`src/rtl/himul_pkg.sv`:
```
package himul_pkg;

  typedef enum logic [2:0] {
    HM_MUL     = 3'd0,
    HM_MUL_RND = 3'd1,
    HM_ACC     = 3'd2,
    HM_ACC_RND = 3'd3,
    HM_SUB     = 3'd4,
    HM_SUB_RND = 3'd5
  } hm_op_e;

  typedef struct packed {
    logic use_acc;
    logic negate;
    logic round;
    logic force_zero;
  } hm_ctl_t;

  function automatic hm_ctl_t hm_decode(input logic [2:0] code);
    hm_ctl_t c;
    c = '0;
    case (code)
      HM_MUL:     c = '{use_acc: 1'b0, negate: 1'b0, round: 1'b0, force_zero: 1'b0};
      HM_MUL_RND: c = '{use_acc: 1'b0, negate: 1'b0, round: 1'b1, force_zero: 1'b0};
      HM_ACC:     c = '{use_acc: 1'b1, negate: 1'b0, round: 1'b0, force_zero: 1'b0};
      HM_ACC_RND: c = '{use_acc: 1'b1, negate: 1'b0, round: 1'b1, force_zero: 1'b0};
      HM_SUB:     c = '{use_acc: 1'b1, negate: 1'b1, round: 1'b0, force_zero: 1'b0};
      HM_SUB_RND: c = '{use_acc: 1'b1, negate: 1'b1, round: 1'b1, force_zero: 1'b0};
      default:    c = '{use_acc: 1'b0, negate: 1'b0, round: 1'b0, force_zero: 1'b1};
    endcase
    return c;
  endfunction

endpackage

```
`src/rtl/himul_capture.sv`:
```
module himul_capture #(
  parameter int W  = 32,
  parameter int OW = 3
) (
  input  logic          clk,
  input  logic          rst,
  input  logic          in_valid,
  input  logic [OW-1:0] op_in,
  input  logic [W-1:0]  a_in,
  input  logic [W-1:0]  b_in,
  input  logic [W-1:0]  c_in,
  output logic          s1_valid,
  output logic [OW-1:0] s1_op,
  output logic [W-1:0]  s1_a,
  output logic [W-1:0]  s1_b,
  output logic [W-1:0]  s1_c
);

  always_ff @(posedge clk) begin
    if (rst) begin
      s1_valid <= 1'b0;
      s1_op    <= '0;
      s1_a     <= '0;
      s1_b     <= '0;
      s1_c     <= '0;
    end else begin
      s1_valid <= in_valid;
      if (in_valid) begin
        s1_op <= op_in;
        s1_a  <= a_in;
        s1_b  <= b_in;
        s1_c  <= c_in;
      end
    end
  end

endmodule

```
`src/rtl/himul_datapath.sv`:
```
module himul_datapath
  import himul_pkg::*;
#(
  parameter int W = 32
) (
  input  logic [2:0]   op,
  input  logic [W-1:0] a,
  input  logic [W-1:0] b,
  input  logic [W-1:0] c,
  output logic [W-1:0] hi_word
);

  localparam int PW = 2 * W;
  localparam logic [PW-1:0] BIAS = {{(PW-W){1'b0}}, 1'b1, {(W-1){1'b0}}};

  hm_ctl_t         ctl;
  logic [PW-1:0]   a_ext;
  logic [PW-1:0]   b_ext;
  logic [PW-1:0]   prod;
  logic [PW-1:0]   acc_term;
  logic [PW-1:0]   base;
  logic [PW-1:0]   total;

  always_comb begin
    ctl      = hm_decode(op);
    a_ext    = {{W{a[W-1]}}, a};
    b_ext    = {{W{b[W-1]}}, b};
    prod     = a_ext * b_ext;
    acc_term = {c, {W{1'b0}}};
    if (!ctl.use_acc)
      base = prod;
    else if (ctl.negate)
      base = acc_term - prod;
    else
      base = acc_term + prod;
    total = ctl.round ? (base + BIAS) : base;
  end

  assign hi_word = ctl.force_zero ? '0 : total[PW-1:W];

endmodule

```
`src/rtl/himul_result_reg.sv`:
```
module himul_result_reg #(
  parameter int W = 32
) (
  input  logic         clk,
  input  logic         rst,
  input  logic         d_valid,
  input  logic [W-1:0] d_word,
  output logic         q_valid,
  output logic [W-1:0] q_word
);

  always_ff @(posedge clk) begin
    if (rst) begin
      q_valid <= 1'b0;
      q_word  <= '0;
    end else begin
      q_valid <= d_valid;
      if (d_valid)
        q_word <= d_word;
    end
  end

endmodule

```
`src/rtl/himul_unit.sv`:
```
module himul_unit #(
  parameter int W = 32
) (
  input  logic         clk,
  input  logic         rst,
  input  logic         in_valid,
  input  logic [2:0]   op_sel,
  input  logic [W-1:0] mul_a,
  input  logic [W-1:0] mul_b,
  input  logic [W-1:0] acc_in,
  output logic         out_valid,
  output logic [W-1:0] result
);

  localparam int OW = 3;

  logic          s1_valid;
  logic [OW-1:0] s1_op;
  logic [W-1:0]  s1_a;
  logic [W-1:0]  s1_b;
  logic [W-1:0]  s1_c;
  logic [W-1:0]  s1_hi;

  himul_capture #(.W(W), .OW(OW)) u_cap (
    .clk      (clk),
    .rst      (rst),
    .in_valid (in_valid),
    .op_in    (op_sel),
    .a_in     (mul_a),
    .b_in     (mul_b),
    .c_in     (acc_in),
    .s1_valid (s1_valid),
    .s1_op    (s1_op),
    .s1_a     (s1_a),
    .s1_b     (s1_b),
    .s1_c     (s1_c)
  );

  himul_datapath #(.W(W)) u_dp (
    .op      (s1_op),
    .a       (s1_a),
    .b       (s1_b),
    .c       (s1_c),
    .hi_word (s1_hi)
  );

  himul_result_reg #(.W(W)) u_out (
    .clk     (clk),
    .rst     (rst),
    .d_valid (s1_valid),
    .d_word  (s1_hi),
    .q_valid (out_valid),
    .q_word  (result)
  );

endmodule

```
`config.mk`:
```
export PLATFORM = sky130hd
export DESIGN_NAME = himul_unit
export DESIGN_NICKNAME = d
export VERILOG_FILES = /design/src/rtl/himul_pkg.sv /design/src/rtl/himul_capture.sv /design/src/rtl/himul_datapath.sv /design/src/rtl/himul_result_reg.sv /design/src/rtl/himul_unit.sv
export SDC_FILE = /design/constraint.sdc
export NUM_CORES = 2
export LEC_CHECK = 0
export ABC_CLOCK_PERIOD_IN_PS = 12730
export BUFFER_PORTS_ARGS = -buffer_cell sky130_fd_sc_hd__buf_2
export CELL_PAD_IN_SITES_DETAIL_PLACEMENT = 0
export CELL_PAD_IN_SITES_GLOBAL_PLACEMENT = 2
export CORE_UTILIZATION = 40
export CTS_CLUSTER_DIAMETER = 60
export CTS_CLUSTER_SIZE = 20
export DETAILED_ROUTE_END_ITERATION = 16
export PLACE_DENSITY = 0.89
export REMOVE_ABC_BUFFERS = 1
export SYNTH_ARGS = -nofsm -noshare
export SYNTH_HDL_FRONTEND = slang
export SYNTH_SLANG_ARGS = --single-unit
```
`constraint.sdc`:
```
create_clock -name clk -period 12.73 [get_ports clk]
set_clock_uncertainty 0.2 [all_clocks]
set_input_delay 1.9095 -clock clk [delete_from_list [all_inputs] [get_ports clk]]
set_output_delay 1.9095 -clock clk [all_outputs]
set_load 0.03 [all_outputs]
```
==> impl_metrics.env <==
export IMPL_status="completed"
export IMPL_synthMostInstantiatedCell="fa_1"
export IMPL_synthXorXnorAreaFrac_pct=1.87
export IMPL_dieArea_um2=118000
export IMPL_dp_cells=6850
export IMPL_crit_slowest_cell="dfxtp_1"
export IMPL_hold_path_cell_count=2
export IMPL_synth_seq_cells=133
export IMPL_use_met2_pct=43.2
export IMPL_drtPass1Iterations=5
export IMPL_nets=6778
export IMPL_powerDensity_nw_per_um2=200
export IMPL_grt_first_pass_wirelength_um=225000
export IMPL_worstSkewPairLatency_ps=520
export IMPL_rsz0062_at_grt="false"
export IMPL_vdd_drop_max_mv=0.199
export IMPL_routed_wl_um=141000
export IMPL_drt_initial_drc_count=2221
export IMPL_antenna_left=0
export IMPL_die_y_um=344
export IMPL_cts_sinks=133
export IMPL_synth_top_family_by_area="adder cells"
export IMPL_vias=36700
export IMPL_p_leak_uw=0.0242
export IMPL_critPathCaptureType="flip-flop"
export IMPL_crit_fanout=17
export IMPL_yosys_area_share_simple_pct=18.3
export IMPL_hold_end="u_out.q_word[6]$_SDFFE_PP0P_"
export IMPL_netlist_top_cell_by_area="fa_1"
export IMPL_syn_area_um2=46700
export IMPL_regArea_um2=2690
export IMPL_ys_types=96
export IMPL_async_reset_ff_share_pct=0
export IMPL_synth_mux_area_share_pct=2.42
export IMPL_max_slew_margin_pct=18.3
export IMPL_synth_ff_type="dfxtp_1"
export IMPL_synth_avg_cell_area_um2=8.81
export IMPL_yosys_warnings=0
export IMPL_grt_start_max_net_pins=67
export IMPL_multi_input_area_um2=39100
export IMPL_io_pins=135
export IMPL_synth_compound_area_share_pct=8.05
export IMPL_post_route_period_util_pct=94.6
export IMPL_cts_buffer_depth=2
export IMPL_cts_clk_slew_worst_paths_ps=70
export IMPL_setup_ws_ps=685
export IMPL_gp_congestion=0.942
export IMPL_fin_tns_setup_ps=0
export IMPL_synth_cells=5306
export IMPL_grt_use_met1_pct=33.3
export IMPL_startpoint_type="flip-flop"
export IMPL_hold_path_class="reg2reg"
export IMPL_synth_commonest_cells="fa_1, inv_1, nand2_1"
export IMPL_period_minus_slack_ps=12050
export IMPL_h_tree_depth=4
export IMPL_rr_startpoint="u_cap.s1_a[23]$_SDFFE_PP0P_"
export IMPL_vias_per_cell=5.33
export IMPL_synth_top_area_share_pct=46.4
export IMPL_grt_usage_pct=24.9
export IMPL_drive_gt1_share_pct=7.67
export IMPL_overflow=0
export IMPL_synth_edff_count=0
export IMPL_critPathRequiredTime_ps=12980
export IMPL_cpMostUsedCell="fa_1"
export IMPL_cts_made_buffers=17
export IMPL_final_hold_violation_count=0
export IMPL_synth_fa_ha_area_share_pct=53.0
export IMPL_place_ws_ps=385
export IMPL_fp_dieW_um=344
export IMPL_setup_violations_final=0
export IMPL_hold_start="u_out.q_word[6]$_SDFFE_PP0P_"
export IMPL_critPathArrivalTime_ps=12290
export IMPL_area_growth_pct=7.51
export IMPL_critPathKind="reg2reg"
export IMPL_ff2ff_setup_slack_ps=680
export IMPL_dp_hpwl_um=119000
export IMPL_cts_tree="built"
export IMPL_wl_per_cell_um=20.4
export IMPL_r2r_end="u_out.q_word[29]$_SDFFE_PP0P_"
export IMPL_synth_seq_area_share_pct=5.70
export IMPL_instances_no_fill=6882
export IMPL_antenna_found_initial=3
export IMPL_rows=125
export IMPL_cts_root_buffer="clkbuf_16"
export IMPL_maxSlewViolCount=0
export IMPL_grt_util_met3_pct=2.60
export IMPL_coreArea_um2=116000
export IMPL_nFillCells=11600
export IMPL_synth_area_leaders="fa_1, inv_1, ha_1, and2_1, dfxtp_1"
export IMPL_antenna_cells=0
export IMPL_io_buffers=134
export IMPL_drcViolationCount=0
export IMPL_max_freq_ghz=0.0830
export IMPL_start_util_pct=40.3
export IMPL_worstRegToRegCells=37
export IMPL_post_cts_buffers=0
export IMPL_slowest_delay_ps=850
export IMPL_grt_pass1_vias=39200
export IMPL_maxCapViolations=0
export IMPL_busiest_layer="met2"
export IMPL_max_slew_worst_pin_slew_ps=1220
[stage by stage]
step                      power (µW)  instance area, µm²  utilization (%)  hold slack (ps)
after floorplan                 6260               45600                -              296
after global routing           10900               50200             43.3              279
after detailed placement        9390               49600             42.7              253
final                          10100               50200             43.3              262
after CTS                      10000               50200             43.3              268
after global placement          9400               49600             42.7              243
[cells by family after synthesis]
family                     Yosys count
buffers and inverters             1309
adders and majority gates         1331
AOI/OAI and AO/OA                  567
DFF                                133
muxes                              113
and+or+nand+nor                   1754
xor gates and xnor gates            99
[critical path: cells and delay by family (launching register included)]
family	cells	cell delay [ps]
adder cells (fa/ha/maj)	10	4710
AND/OR/NAND/NOR	7	1540
buffers and inverters	7	1050
XOR/XNOR	2	700
AO/OA/AOI/OAI	11	2890
flip-flops	1	850
[power by group]
group | switching, µW | internal (µW) | total [µW]
logic | 5770 | 3140 | 8920
registers | 102 | 480 | 582
clock network | 264 | 306 | 570
total | 6140 | 3930 | 10100
[flip-flops by register name, summed over array words and instances (netlist names)]
register and cells:
u_out.q_valid 1, u_cap.s1_b 32, u_cap.s1_op 3, u_cap.s1_valid 1, u_cap.s1_c 32, u_cap.s1_a 32, u_out.q_word 32
[area by class of cell]
type | count | share of cell area, %
inverter | 1011 | 7.55
tap | 1524 | 3.80
clock buffer | 19 | 0.901
clock inverter | 13 | 0.316
sequential | 133 | 5.35
timing repair buffer | 318 | 4.20
multi-input combinational | 3864 | 77.9
[layout by cell type, fill, tap and decap left out, drive strengths merged, types with 9 or more instances in the layout]
cell type	count
o221ai	9
nand2	699
o22ai	14
o211ai	24
o21ai	107
clkbuf	19
buf	318
and3	20
nor3	65
nor4	30
or3	27
nor2	266
a21oi	165
nand4	32
a211oi	21
o21bai	20
fa	1083
xor2	38
nand2b	24
a21o	43
ha	248
nor2b	10
o21a	13
or2	15
o31ai	22
a22oi	10
xnor2	61
nand3	54
dfxtp	133
a31oi	23
and2	477
inv	1016
mux2i	112
[routing by layer]
metal / share of wire [%] / routed length, µm
met2: 50 / 70600
met5: 0.0092 / 13
met4: 2.3 / 3230
met1: 43 / 60100
met3: 4.8 / 6740
[what timing repair did]
item,in CTS,in global routing
hold buffers,0,0
endpoints found under the hold margin,0,0
endpoints found under the setup margin,0,18
gates resized for setup,0,18
[how the worst max path moves through the flow]
stage | start | endpoint | slack [ps] | cells past startpoint
6_report | u_cap.s1_a[23]$_SDFFE_PP0P_ | u_out.q_word[29]$_SDFFE_PP0P_ | 680 | 37
5_1_grt | u_cap.s1_a[26]$_SDFFE_PP0P_ | u_out.q_word[28]$_SDFFE_PP0P_ | 2 | 37
4_1_cts | u_cap.s1_b[3]$_SDFFE_PP0P_ | u_out.q_word[28]$_SDFFE_PP0P_ | 310 | 40
3_5_place_dp | u_cap.s1_b[3]$_SDFFE_PP0P_ | u_out.q_word[28]$_SDFFE_PP0P_ | 390 | 40
3_3_place_gp | u_cap.s1_b[3]$_SDFFE_PP0P_ | u_out.q_word[24]$_SDFFE_PP0P_ | 510 | 40
2_1_floorplan | u_cap.s1_b[5]$_SDFFE_PP0P_ | u_out.q_word[29]$_SDFFE_PP0P_ | 1620 | 37
No activity file was read; power rests on OpenSTA's default activity.
